**src/rtl/eeaddr_pkg.sv**
```systemverilog
package eeaddr_pkg;
  localparam int OP_W    = 3;
  localparam int WADDR_W = 6;
  localparam int CMD_W   = OP_W + WADDR_W;
  localparam int WORD_W  = 16;
  localparam int SADDR_W = 3 * WORD_W;

  typedef enum logic [2:0] {
    WS_IDLE, WS_PRE, WS_CMD_H, WS_CMD_L, WS_DAT_H, WS_DAT_L, WS_END_H, WS_END_L
  } wstate_t;

  typedef enum logic [1:0] {T_IDLE, T_KICK, T_WAIT} tstate_t;

  // Command frame: opcode in the top bits, word address below, sent MSB first.
  function automatic logic [CMD_W-1:0] make_cmd(input logic [OP_W-1:0] op,
                                                input logic [WADDR_W-1:0] a);
    return {op, a};
  endfunction

  // Byte 0 of the station address is the high byte of the high word; byte 5
  // is the low byte of the low word. Byte 0 sits in the top bits.
  function automatic logic [SADDR_W-1:0] assemble_addr(input logic [WORD_W-1:0] lo,
                                                       input logic [WORD_W-1:0] mid,
                                                       input logic [WORD_W-1:0] hi);
    return {hi[15:8], hi[7:0], mid[15:8], mid[7:0], lo[15:8], lo[7:0]};
  endfunction

  function automatic int tick_div(input int clk_khz, input int tick_ns);
    int d;
    d = (clk_khz * tick_ns) / 1000000;
    return (d < 1) ? 1 : d;
  endfunction
endpackage

```
**src/rtl/eerd_tick.sv**
```systemverilog
module eerd_tick #(
  parameter int DIV = 125
) (
  input  logic clk,
  input  logic rst_n,
  input  logic clr,
  output logic tick
);
  localparam int CW = (DIV > 1) ? $clog2(DIV) : 1;

  logic [CW-1:0] cnt;

  assign tick = (cnt == CW'(DIV - 1));

  always_ff @(posedge clk) begin
    if (!rst_n)           cnt <= '0;
    else if (clr || tick) cnt <= '0;
    else                  cnt <= cnt + 1'b1;
  end

  // the divider never runs past its terminal count
  p_tick_range_r3: assert property (@(posedge clk) disable iff (!rst_n)
    cnt <= CW'(DIV - 1));
endmodule

```
**src/rtl/eerd_word.sv**
```systemverilog
module eerd_word
  import eeaddr_pkg::*;
#(
  parameter int              TICK_DIV = 125,
  parameter int              HI_TICKS = 3,
  parameter int              LO_TICKS = 2,
  parameter logic [OP_W-1:0] READ_OP  = 3'b110
) (
  input  logic               clk,
  input  logic               rst_n,
  input  logic               start,
  input  logic [WADDR_W-1:0] addr,
  output logic               idle,
  output logic               done,
  output logic [WORD_W-1:0]  word,
  output logic               ee_cs,
  output logic               ee_sk,
  output logic               ee_di,
  input  logic               ee_do
);
  localparam int PMAX = (HI_TICKS > LO_TICKS) ? HI_TICKS : LO_TICKS;
  localparam int PW   = $clog2(PMAX + 1);
  localparam int CLW  = $clog2(CMD_W + 1);
  localparam int DLW  = $clog2(WORD_W + 1);

  wstate_t           st;
  logic [PW-1:0]     ph_cnt;
  logic [CMD_W-1:0]  cmd_sr;
  logic [CLW-1:0]    cmd_left;
  logic [WORD_W-1:0] dat_sr;
  logic [DLW-1:0]    dat_left;
  logic [DLW-1:0]    samp_cnt;
  logic              tick, accept, sk_phase, phase_end;
  logic [PW-1:0]     phase_last;

  assign idle     = (st == WS_IDLE);
  assign accept   = idle && start;
  assign sk_phase = (st == WS_CMD_H) || (st == WS_DAT_H) || (st == WS_END_H);
  assign phase_last = sk_phase ? PW'(HI_TICKS - 1) : PW'(LO_TICKS - 1);
  assign phase_end  = tick && (ph_cnt == phase_last);

  assign ee_sk = sk_phase;
  assign ee_cs = (st == WS_PRE) || (st == WS_CMD_H) || (st == WS_CMD_L) ||
                 (st == WS_DAT_H) || (st == WS_DAT_L);
  assign ee_di = ((st == WS_PRE) || (st == WS_CMD_H) || (st == WS_CMD_L)) && cmd_sr[CMD_W-1];

  eerd_tick #(.DIV(TICK_DIV)) u_tick (
    .clk(clk), .rst_n(rst_n), .clr(accept), .tick(tick)
  );

  always_ff @(posedge clk) begin
    if (!rst_n) begin
      st       <= WS_IDLE;
      ph_cnt   <= '0;
      cmd_sr   <= '0;
      cmd_left <= '0;
      dat_sr   <= '0;
      dat_left <= '0;
      samp_cnt <= '0;
      done     <= 1'b0;
      word     <= '0;
    end else begin
      done <= 1'b0;
      if (accept) begin
        st       <= WS_PRE;
        ph_cnt   <= '0;
        cmd_sr   <= make_cmd(READ_OP, addr);
        cmd_left <= CLW'(CMD_W);
        samp_cnt <= '0;
      end else if (!idle && tick) begin
        if (!phase_end) begin
          ph_cnt <= ph_cnt + 1'b1;
        end else begin
          ph_cnt <= '0;
          unique case (st)
            WS_PRE:   st <= WS_CMD_H;
            WS_CMD_H: begin
              st       <= WS_CMD_L;
              cmd_sr   <= cmd_sr << 1;   // next bit appears as the clock falls
              cmd_left <= cmd_left - 1'b1;
            end
            WS_CMD_L: begin
              st       <= (cmd_left == '0) ? WS_DAT_H : WS_CMD_H;
              dat_left <= DLW'(WORD_W);
            end
            WS_DAT_H: begin
              st       <= WS_DAT_L;
              dat_sr   <= {dat_sr[WORD_W-2:0], ee_do};
              dat_left <= dat_left - 1'b1;
              samp_cnt <= samp_cnt + 1'b1;
            end
            WS_DAT_L: st <= (dat_left == '0) ? WS_END_H : WS_DAT_H;
            WS_END_H: st <= WS_END_L;
            WS_END_L: begin
              st   <= WS_IDLE;
              done <= 1'b1;
              word <= dat_sr;
            end
            default:  st <= WS_IDLE;
          endcase
        end
      end
    end
  end

  // chip select comes up with the clock low
  p_cs_first_r1: assert property (@(posedge clk) disable iff (!rst_n)
    $rose(ee_cs) |-> !ee_sk);
  // chip select falls only after all data bits were taken
  p_cs_full_r1: assert property (@(posedge clk) disable iff (!rst_n)
    $fell(ee_cs) |-> (samp_cnt == DLW'(WORD_W)));
  // data-in stays put while the clock is high
  p_di_hold_r3: assert property (@(posedge clk) disable iff (!rst_n)
    (ee_sk && $past(ee_sk)) |-> $stable(ee_di));
  // once the command is out, data-in is quiet
  p_di_quiet_r4: assert property (@(posedge clk) disable iff (!rst_n)
    (ee_cs && cmd_left == '0) |-> !ee_di);
  // a clock rising without chip select is the trailing pulse
  p_tail_r5: assert property (@(posedge clk) disable iff (!rst_n)
    ($rose(ee_sk) && !ee_cs) |-> $fell(ee_cs));
endmodule

```
**src/rtl/eeaddr_reader.sv**
```systemverilog
module eeaddr_reader
  import eeaddr_pkg::*;
#(
  parameter int                 CLK_KHZ  = 125000,
  parameter int                 TICK_NS  = 1000,
  parameter int                 HI_TICKS = 3,
  parameter int                 LO_TICKS = 2,
  parameter logic [WADDR_W-1:0] ADDR_LO  = 6'd0,
  parameter logic [WADDR_W-1:0] ADDR_MID = 6'd1,
  parameter logic [WADDR_W-1:0] ADDR_HI  = 6'd2
) (
  input  logic               clk,
  input  logic               rst_n,
  input  logic               req,
  output logic               busy,
  output logic               addr_valid,
  output logic [SADDR_W-1:0] station_addr,
  output logic               ee_cs,
  output logic               ee_sk,
  output logic               ee_di,
  input  logic               ee_do
);
  localparam int TICK_DIV = tick_div(CLK_KHZ, TICK_NS);

  tstate_t            ts;
  logic [1:0]         idx;
  logic [WORD_W-1:0]  w_lo, w_mid, rd_word;
  logic               rd_start, rd_done, rd_idle;
  logic [WADDR_W-1:0] rd_addr;

  function automatic logic [WADDR_W-1:0] pick_addr(input logic [1:0] i);
    case (i)
      2'd0:    return ADDR_LO;
      2'd1:    return ADDR_MID;
      default: return ADDR_HI;
    endcase
  endfunction

  assign busy     = (ts != T_IDLE);
  assign rd_start = (ts == T_KICK);
  assign rd_addr  = pick_addr(idx);

  eerd_word #(
    .TICK_DIV(TICK_DIV), .HI_TICKS(HI_TICKS), .LO_TICKS(LO_TICKS), .READ_OP(3'b110)
  ) u_word (
    .clk(clk), .rst_n(rst_n), .start(rd_start), .addr(rd_addr),
    .idle(rd_idle), .done(rd_done), .word(rd_word),
    .ee_cs(ee_cs), .ee_sk(ee_sk), .ee_di(ee_di), .ee_do(ee_do)
  );

  always_ff @(posedge clk) begin
    if (!rst_n) begin
      ts           <= T_IDLE;
      idx          <= '0;
      w_lo         <= '0;
      w_mid        <= '0;
      addr_valid   <= 1'b0;
      station_addr <= '0;
    end else begin
      addr_valid <= 1'b0;
      unique case (ts)
        T_IDLE: if (req) begin
          idx <= '0;
          ts  <= T_KICK;
        end
        T_KICK: ts <= T_WAIT;
        T_WAIT: if (rd_done) begin
          if (idx == 2'd2) begin
            station_addr <= assemble_addr(w_lo, w_mid, rd_word);
            addr_valid   <= 1'b1;
            ts           <= T_IDLE;
          end else begin
            if (idx == 2'd0) w_lo  <= rd_word;
            else             w_mid <= rd_word;
            idx <= idx + 1'b1;
            ts  <= T_KICK;
          end
        end
        default: ts <= T_IDLE;
      endcase
    end
  end

  // busy only rises in answer to a request
  p_busy_req_r8: assert property (@(posedge clk) disable iff (!rst_n)
    $rose(busy) |-> $past(req));
  // the result is never flagged while the sequence still runs
  p_valid_idle_r8: assert property (@(posedge clk) disable iff (!rst_n)
    addr_valid |-> !busy);
  // a word read is only launched when the reader is free
  p_one_read_r6: assert property (@(posedge clk) disable iff (!rst_n)
    rd_start |-> rd_idle);
endmodule

```
**config.mk**
```make
export PLATFORM = sky130hd
export DESIGN_NAME = eeaddr_reader
export DESIGN_NICKNAME = d
export VERILOG_FILES = /design/src/rtl/eeaddr_pkg.sv /design/src/rtl/eerd_tick.sv /design/src/rtl/eerd_word.sv /design/src/rtl/eeaddr_reader.sv
export SDC_FILE = /design/constraint.sdc
export NUM_CORES = 1
export LEC_CHECK = 0
export ABC_CLOCK_PERIOD_IN_PS = 1900
export BUFFER_PORTS_ARGS = -buffer_cell sky130_fd_sc_hd__buf_2
export CAP_MARGIN = 30
export CORE_MARGIN = 2
export CORE_UTILIZATION = 58
export DETAILED_ROUTE_END_ITERATION = 12
export PLACE_DENSITY = 0.79
export SLEW_MARGIN = 30
export SYNTH_ARGS = -nofsm -noshare
export SYNTH_HDL_FRONTEND = slang
export SYNTH_SLANG_ARGS = --single-unit
```
**constraint.sdc**
```tcl
create_clock -name clk -period 1.9 [get_ports clk]
set_input_delay 0.38 -clock clk [delete_from_list [all_inputs] [get_ports clk]]
set_output_delay 0.38 -clock clk [all_outputs]
set_load 0.01 [all_outputs]
```
# Word-level counts from Yosys, hierarchy flattened
# Cells that the tools add are included.
[totals] ff_bits=148 input_bits=4 output_inout_bits=53 word_cells=112
[op_classes] addsub=5 n_eq_ne=16 muxes=28 n_bitwise=6 n_reduce_logical=39
[ops] cell="9-bit 2-to-1 mux" n=4
[ops] cell="4-bit AND reduction" n=6
[ops] cell="3-bit one-hot mux with 6 select lines" n=1
[ops] cell="2-bit 2-to-1 mux" n=8
[ops] cell="4-bit 2-to-1 mux" n=4
[ops] cell="3-bit == test, second input constant" n=4
[ops] cell="3-bit AND reduction" n=4
[ops] cell="2-bit nonzero test" n=6
[ops] cell="5-bit one-hot mux with 2 select lines" n=1
[ops] cell="2-bit one-hot mux with 2 select lines" n=2
[ops] cell="7-bit by 1-bit adder with 7-bit output, second input constant" n=1
[ops] cell="7-bit == test, second input constant" n=1
[ops] cell="1-bit logical OR" n=7
[ops] cell="3-bit by 2-bit == test with 1-bit output, second input constant" n=2
[ops] cell="1-bit 2-to-1 mux" n=6
[ops] cell="1-bit inverter" n=6
[ops] cell="2-bit one-hot mux with 3 select lines" n=1
[ops] cell="2-bit AND reduction" n=3
[ops] cell="5-bit zero test" n=1
[ops] cell="5-bit by 1-bit subtractor with 5-bit output, second input constant" n=1
[ops] cell="2-bit by 1-bit adder with 2-bit output, second input constant" n=2
[ops] cell="2-bit by 1-bit == test with 1-bit output, second input constant" n=2
[ops] cell="2-bit == test, second input constant" n=2
[ops] cell="1-bit logical AND" n=4
[ops] cell="other kinds (12)" n=15

# Depth between registers and ports, before layout
[depth] word_depth=9 mapped_depth=8 depth_no_buf=6

# Hierarchy
# A second synthesis with hierarchy kept.
[unflattened] cells_unflattened=627 hier_area_um2=5764.3
[by_module_without_submodules] mod="eeaddr_reader" n_inst=1 cells_each=318 area_each_um2=3040.4 seq_area_each_um2=1701.6
[by_module_without_submodules] mod="eerd_word" n_inst=1 cells_each=273 area_each_um2=2406.1 seq_area_each_um2=1121.1
[by_module_without_submodules] mod="eerd_tick" n_inst=1 cells_each=36 area_each_um2=317.8 seq_area_each_um2=140.1

# Worst setup path after synthesis
# Ideal clock, no wire load.
[synth_path] path_kind="flip-flop to flip-flop" start="reg idx[0]" end="reg w_mid[10]" setup_time_ns=0.070 t_arrival_ns=1.645 required_time_ns=1.830 setup_slack_ns=0.185 path_stages_with_launch=9 path_buffers=2 period_less_slack_ns=1.715 cell_sequence="dfxtp_1 inv_1 ha_1 and4bb_1 nor2b_1 clkbuf_1 buf_2 nand2_1 a21oi_1"
[synth_between] elab_chain_len=3 word_cells_on_any_way=5 cone_classes="eq/ne: 1; bitwise: 2; reduce/logical: 2"
[synth_lines] item="from (decl)" line_no="eeaddr_reader.sv:26" source="logic [1:0] idx;"
[synth_lines] item="from (signal assigned)" line_no="eeaddr_reader.sv:75" source="idx <= idx + 1'b1;"
[synth_lines] item="2-bit == test / 2-bit zero test (equally long branches)" line_no="eeaddr_reader.sv:68, eeaddr_reader.sv:73"
[synth_lines] item="1-bit inverter (no source line)"
[synth_lines] item="4-bit AND reduction (no source line) (*)"
[synth_lines] item="to (signal assigned)" line_no="eeaddr_reader.sv:74" source="else w_mid <= rd_word;"
[synth_lines] item="to (decl)" line_no="eeaddr_reader.sv:27" source="logic [WORD_W-1:0] w_lo, w_mid, rd_word;"
# Every way passes the cells marked *; elsewhere a longest branch is shown, timed or not.
# A chain may end at the register's enable or synchronous reset.

# Worst setup path in the final report
[layout_path] start="reg u_word.st[2]" end="out ee_cs"
[layout_between] elab_chain_len=5 word_cells_on_any_way=9 cone_classes="eq/ne: 5; reduce/logical: 4"
[layout_lines] item="from (decl)" line_no="eerd_word.sv:26" source="wstate_t st;"
[layout_lines] item="from (signal assigned)" line_no="eerd_word.sv:83" source="st <= (cmd_left == '0) ? WS_DAT_H : WS_CMD_H;"
[layout_lines] item="from (signal assigned)" line_no="eerd_word.sv:92" source="WS_DAT_L: st <= (dat_left == '0) ? WS_END_H : WS_DAT_H;"
[layout_lines] item="3-bit by 1-bit == test with 1-bit output / 3-bit by 2-bit == test with 1-bit output (equally long branches)" line_no="eerd_word.sv:43" source="assign ee_cs = (st == WS_PRE) || (st == WS_CMD_H) || (st == WS_CMD_L) ||"
[layout_lines] item="1-bit logical OR (3 in series)" line_no="eerd_word.sv:43"
[layout_lines] item="1-bit logical OR (*)" line_no="eerd_word.sv:44" source="(st == WS_DAT_H) || (st == WS_DAT_L);"
[layout_lines] item="to (decl)" line_no="eeaddr_reader.sv:18" source="output logic ee_cs,"
# Marks and branches as above.

==> flow_metrics.env <==
export IMPL_status="finished, final reports clean"
export IMPL_die_h_um=102
export IMPL_wire_per_inst_um=14.2
export IMPL_synth_edff_count=0
export IMPL_cts_tree="built"
export IMPL_final_area_sq_mm=0.00661
export IMPL_synth_seq_area_share_pct=52.8
export IMPL_crit_required_ps=1520
export IMPL_overflow=0
export IMPL_grt_usage_pct=24.9
export IMPL_finalSetupViolations=0
export IMPL_drive_gt1_share_pct=16.2
export IMPL_skew_ps=8.39
export IMPL_max_slew_margin_pct=61.1
export IMPL_hold_viol_final=0
export IMPL_fin_ws_ps=6.49
export IMPL_htree_levels=4
export IMPL_finalMaxSlewViolations=0
export IMPL_fmax_mhz=528
export IMPL_slowest_stage="or3_4"
export IMPL_avgSynthCellArea_sq_um=8.09
export IMPL_synth_warnings=0
export IMPL_core_area_sq_mm=0.00933
export IMPL_p_total_mw=6.42
export IMPL_p_leak_nw=2.48
export IMPL_synthesis_instances=694
export IMPL_path_class="register to output pin"
export IMPL_ys_ff_latch=148
export IMPL_path_clk_slew_ps=70
export IMPL_gp_congestion=0.851
export IMPL_route_antenna_remaining_nets=0
export IMPL_synth_largest_area_cell="dfxtp_1"
export IMPL_syn_area_sq_mm=0.00562
export IMPL_syn_nets=706
export IMPL_rows=35
export IMPL_dieArea_sq_mm=0.0105
export IMPL_ys_dominant_reg_cell="dfxtp_1"
export IMPL_endpoint_kind="output pin"
export IMPL_first_global_vias=4460
export IMPL_critical_path_top_delay_family="simple AND/OR/NAND/NOR gates"
export IMPL_cp_arrival_ps=1510
export IMPL_post_place_ws_ps=70.7
export IMPL_grt_pass1_wl_um=20500
export IMPL_cts_buffers=17
export IMPL_r2r_setup_slack_ps=70
export IMPL_fin_crit_sh_pct=99.7
export IMPL_final_util_pct=70.8
export IMPL_hold_class="primary input to register"
export IMPL_path_cells="or3_4 -> a21boi_1 -> buf_2"
export IMPL_vdd_ir_drop_max_uv=717
export IMPL_cts_max_path_buffers=2
export IMPL_via_per_inst=5.50
export IMPL_synth_top_area_share_pct=52.8
export IMPL_crit_buf_inv=1
export IMPL_crit_path_start_kind="register"
export IMPL_fin_nets=754
export IMPL_p_per_area_mw_per_mm2=972
export IMPL_clk_latency_ps=510
export IMPL_netlist_top_cells_area="dfxtp_1 (53%), nand2_1 (15%), a21oi_1 (9.8%)"
export IMPL_dpl_cell_area_sq_mm=0.00602
export IMPL_antenna_cells=0
export IMPL_drt_wl_total_um=12600
export IMPL_dp_hpwl_um=8290
export IMPL_cp_max_fo=5
export IMPL_cts_root_buf="clkbuf_8"
export IMPL_cap_violations=0
export IMPL_die_w_um=102
export IMPL_worst_slew_pin_slew_ps=584
export IMPL_yosysUniqueCellTypes=50
export IMPL_drt_initial_drc_count=339
export IMPL_layout_min_cycle_time_ps=1890
export IMPL_portBuffers=56
export IMPL_ioPinCount=57
export IMPL_vias=4861
export IMPL_drcViolationCount=0
export IMPL_clock_sinks=148
export IMPL_drt_pre_antenna_iters=5
export IMPL_slowest_delay_ps=370
export IMPL_finalSetupTns_ps=0
export IMPL_syn2layout_area_growth_pct=17.7
export IMPL_grt_start_max_net_pins=63
export IMPL_initial_core_util_pct=60.2
export IMPL_antenna_found_initial=0
export IMPL_async_reset_ff_share_pct=0
export IMPL_rsz0062_at_grt="true"
[path summary, 6_finish.rpt]
| kind | startpoint | to | cells after the start |
|---|---|---|---|
| worst min register to register | station_addr[17] | station_addr[17] | 2 |
| worst min-delay path | ee_do | u_word.dat_sr[0] | 3 |
| worst max register to register | u_word.st[0] | u_word.cmd_sr[1] | 4 |
| worst max-delay path | u_word.st[2] | ee_cs | 3 |
[per-stage QoR]
| step | hold slack (ps) | instances |
|---|---|---|
| 2_1_floorplan | 426 | 694 |
| 3_3_place_gp | 439 | 851 |
| 3_5_place_dp | 444 | 851 |
| 4_1_cts | 90.9 | 884 |
| 5_1_grt | 122 | 884 |
| 6_report | 105 | 884 |
[worst min-delay path: cells and delay by family]
kind                   cells  cell delay, ps
and+or+nand+nor            1              40
AOI/OAI and AO/OA          1              50
buffers and inverters      1             100
[cells in the mapped netlist, drive strengths merged, types with 2 or more instances]
master and instances:
buf 13, nor3 9, a211oi 3, nand3b 4, dfxtp 148, nand2b 3, nand4 2, nand2 223
nor2 23, xor2 3, or4 2, ha 8, nand4b 2, or3b 4, and2 4, nor4 6
clkbuf 34, xnor2 6, inv 12, o21ai 21, nand3 27, nor3b 2, nor2b 2, a21oi 110
or3 6
[layout by cell type, fill, tap and decap left out, types with 3 or more instances in the layout]
cell type,instances
clkbuf_16,16
ha_1,8
inv_6,6
nand3b_1,4
xor2_1,3
clkinv_4,3
inv_1,11
dfxtp_1,145
nor3_1,8
a211oi_1,3
nor4_1,6
nor2_1,23
nand2_1,223
xnor2_1,6
nand3_1,27
o21ai_0,20
and2_1,4
buf_4,17
buf_2,56
or3_1,5
a21oi_1,110
[cell families after synthesis]
group / count (synthesis) / share of synthesized area, %
adders and majority gates: 8 / 1.78
xor gates and xnor gates: 9 / 1.40
DFF: 148 / 52.8
buffers and inverters: 59 / 4.43
muxes: 1 / 0.178
and+or+nand+nor: 325 / 25.7
AOI/OAI and AO/OA: 144 / 13.8
[area by class of cell]
class | instances | area, sq um
clock buffer | 17 | 414
clock inverter | 15 | 145
fill | 709 | 2720
inverter | 12 | 45.0
multi-input combinational | 487 | 2410
sequential | 148 | 2970
tap | 129 | 161
timing repair buffer | 76 | 459
[routing by layer]
metal / GRT usage (%) / up-vias / share of wire, %
met4: 8.82 / 0 / 1.3
met2: 42.5 / 134 / 51
li1: - / 2403 / -
met1: 31.0 / 2312 / 43
met3: 5.88 / 12 / 4.2
met5: 0 / - / 0
[what timing repair did]
action	CTS	global route
buffers inserted	3	0
pin swaps	0	1
setup endpoints to repair	2	17
gates resized for setup	7	3
hold buffers	0	0
[power by group]
part           leakage, nW  internal (mW)  switching (mW)
combinational         1.02         0.0571           0.105
clock                0.272           1.77            1.36
sequential            1.20           3.12          0.0149
total                 2.48           4.95            1.48
[flip-flops by register name, indices dropped and copies added (netlist names)]
register           flops
u_word.cmd_left        4
idx                    2
u_word.st              3
u_word.done            1
u_word.dat_left        5
u_word.cmd_sr          9
u_word.dat_sr         16
ts                     2
u_word.u_tick.cnt      7
u_word.ph_cnt          2
addr_valid             1
station_addr          48
u_word.word           16
w_mid                 16
w_lo                  16
No activity file was read; power rests on OpenSTA's default activity.
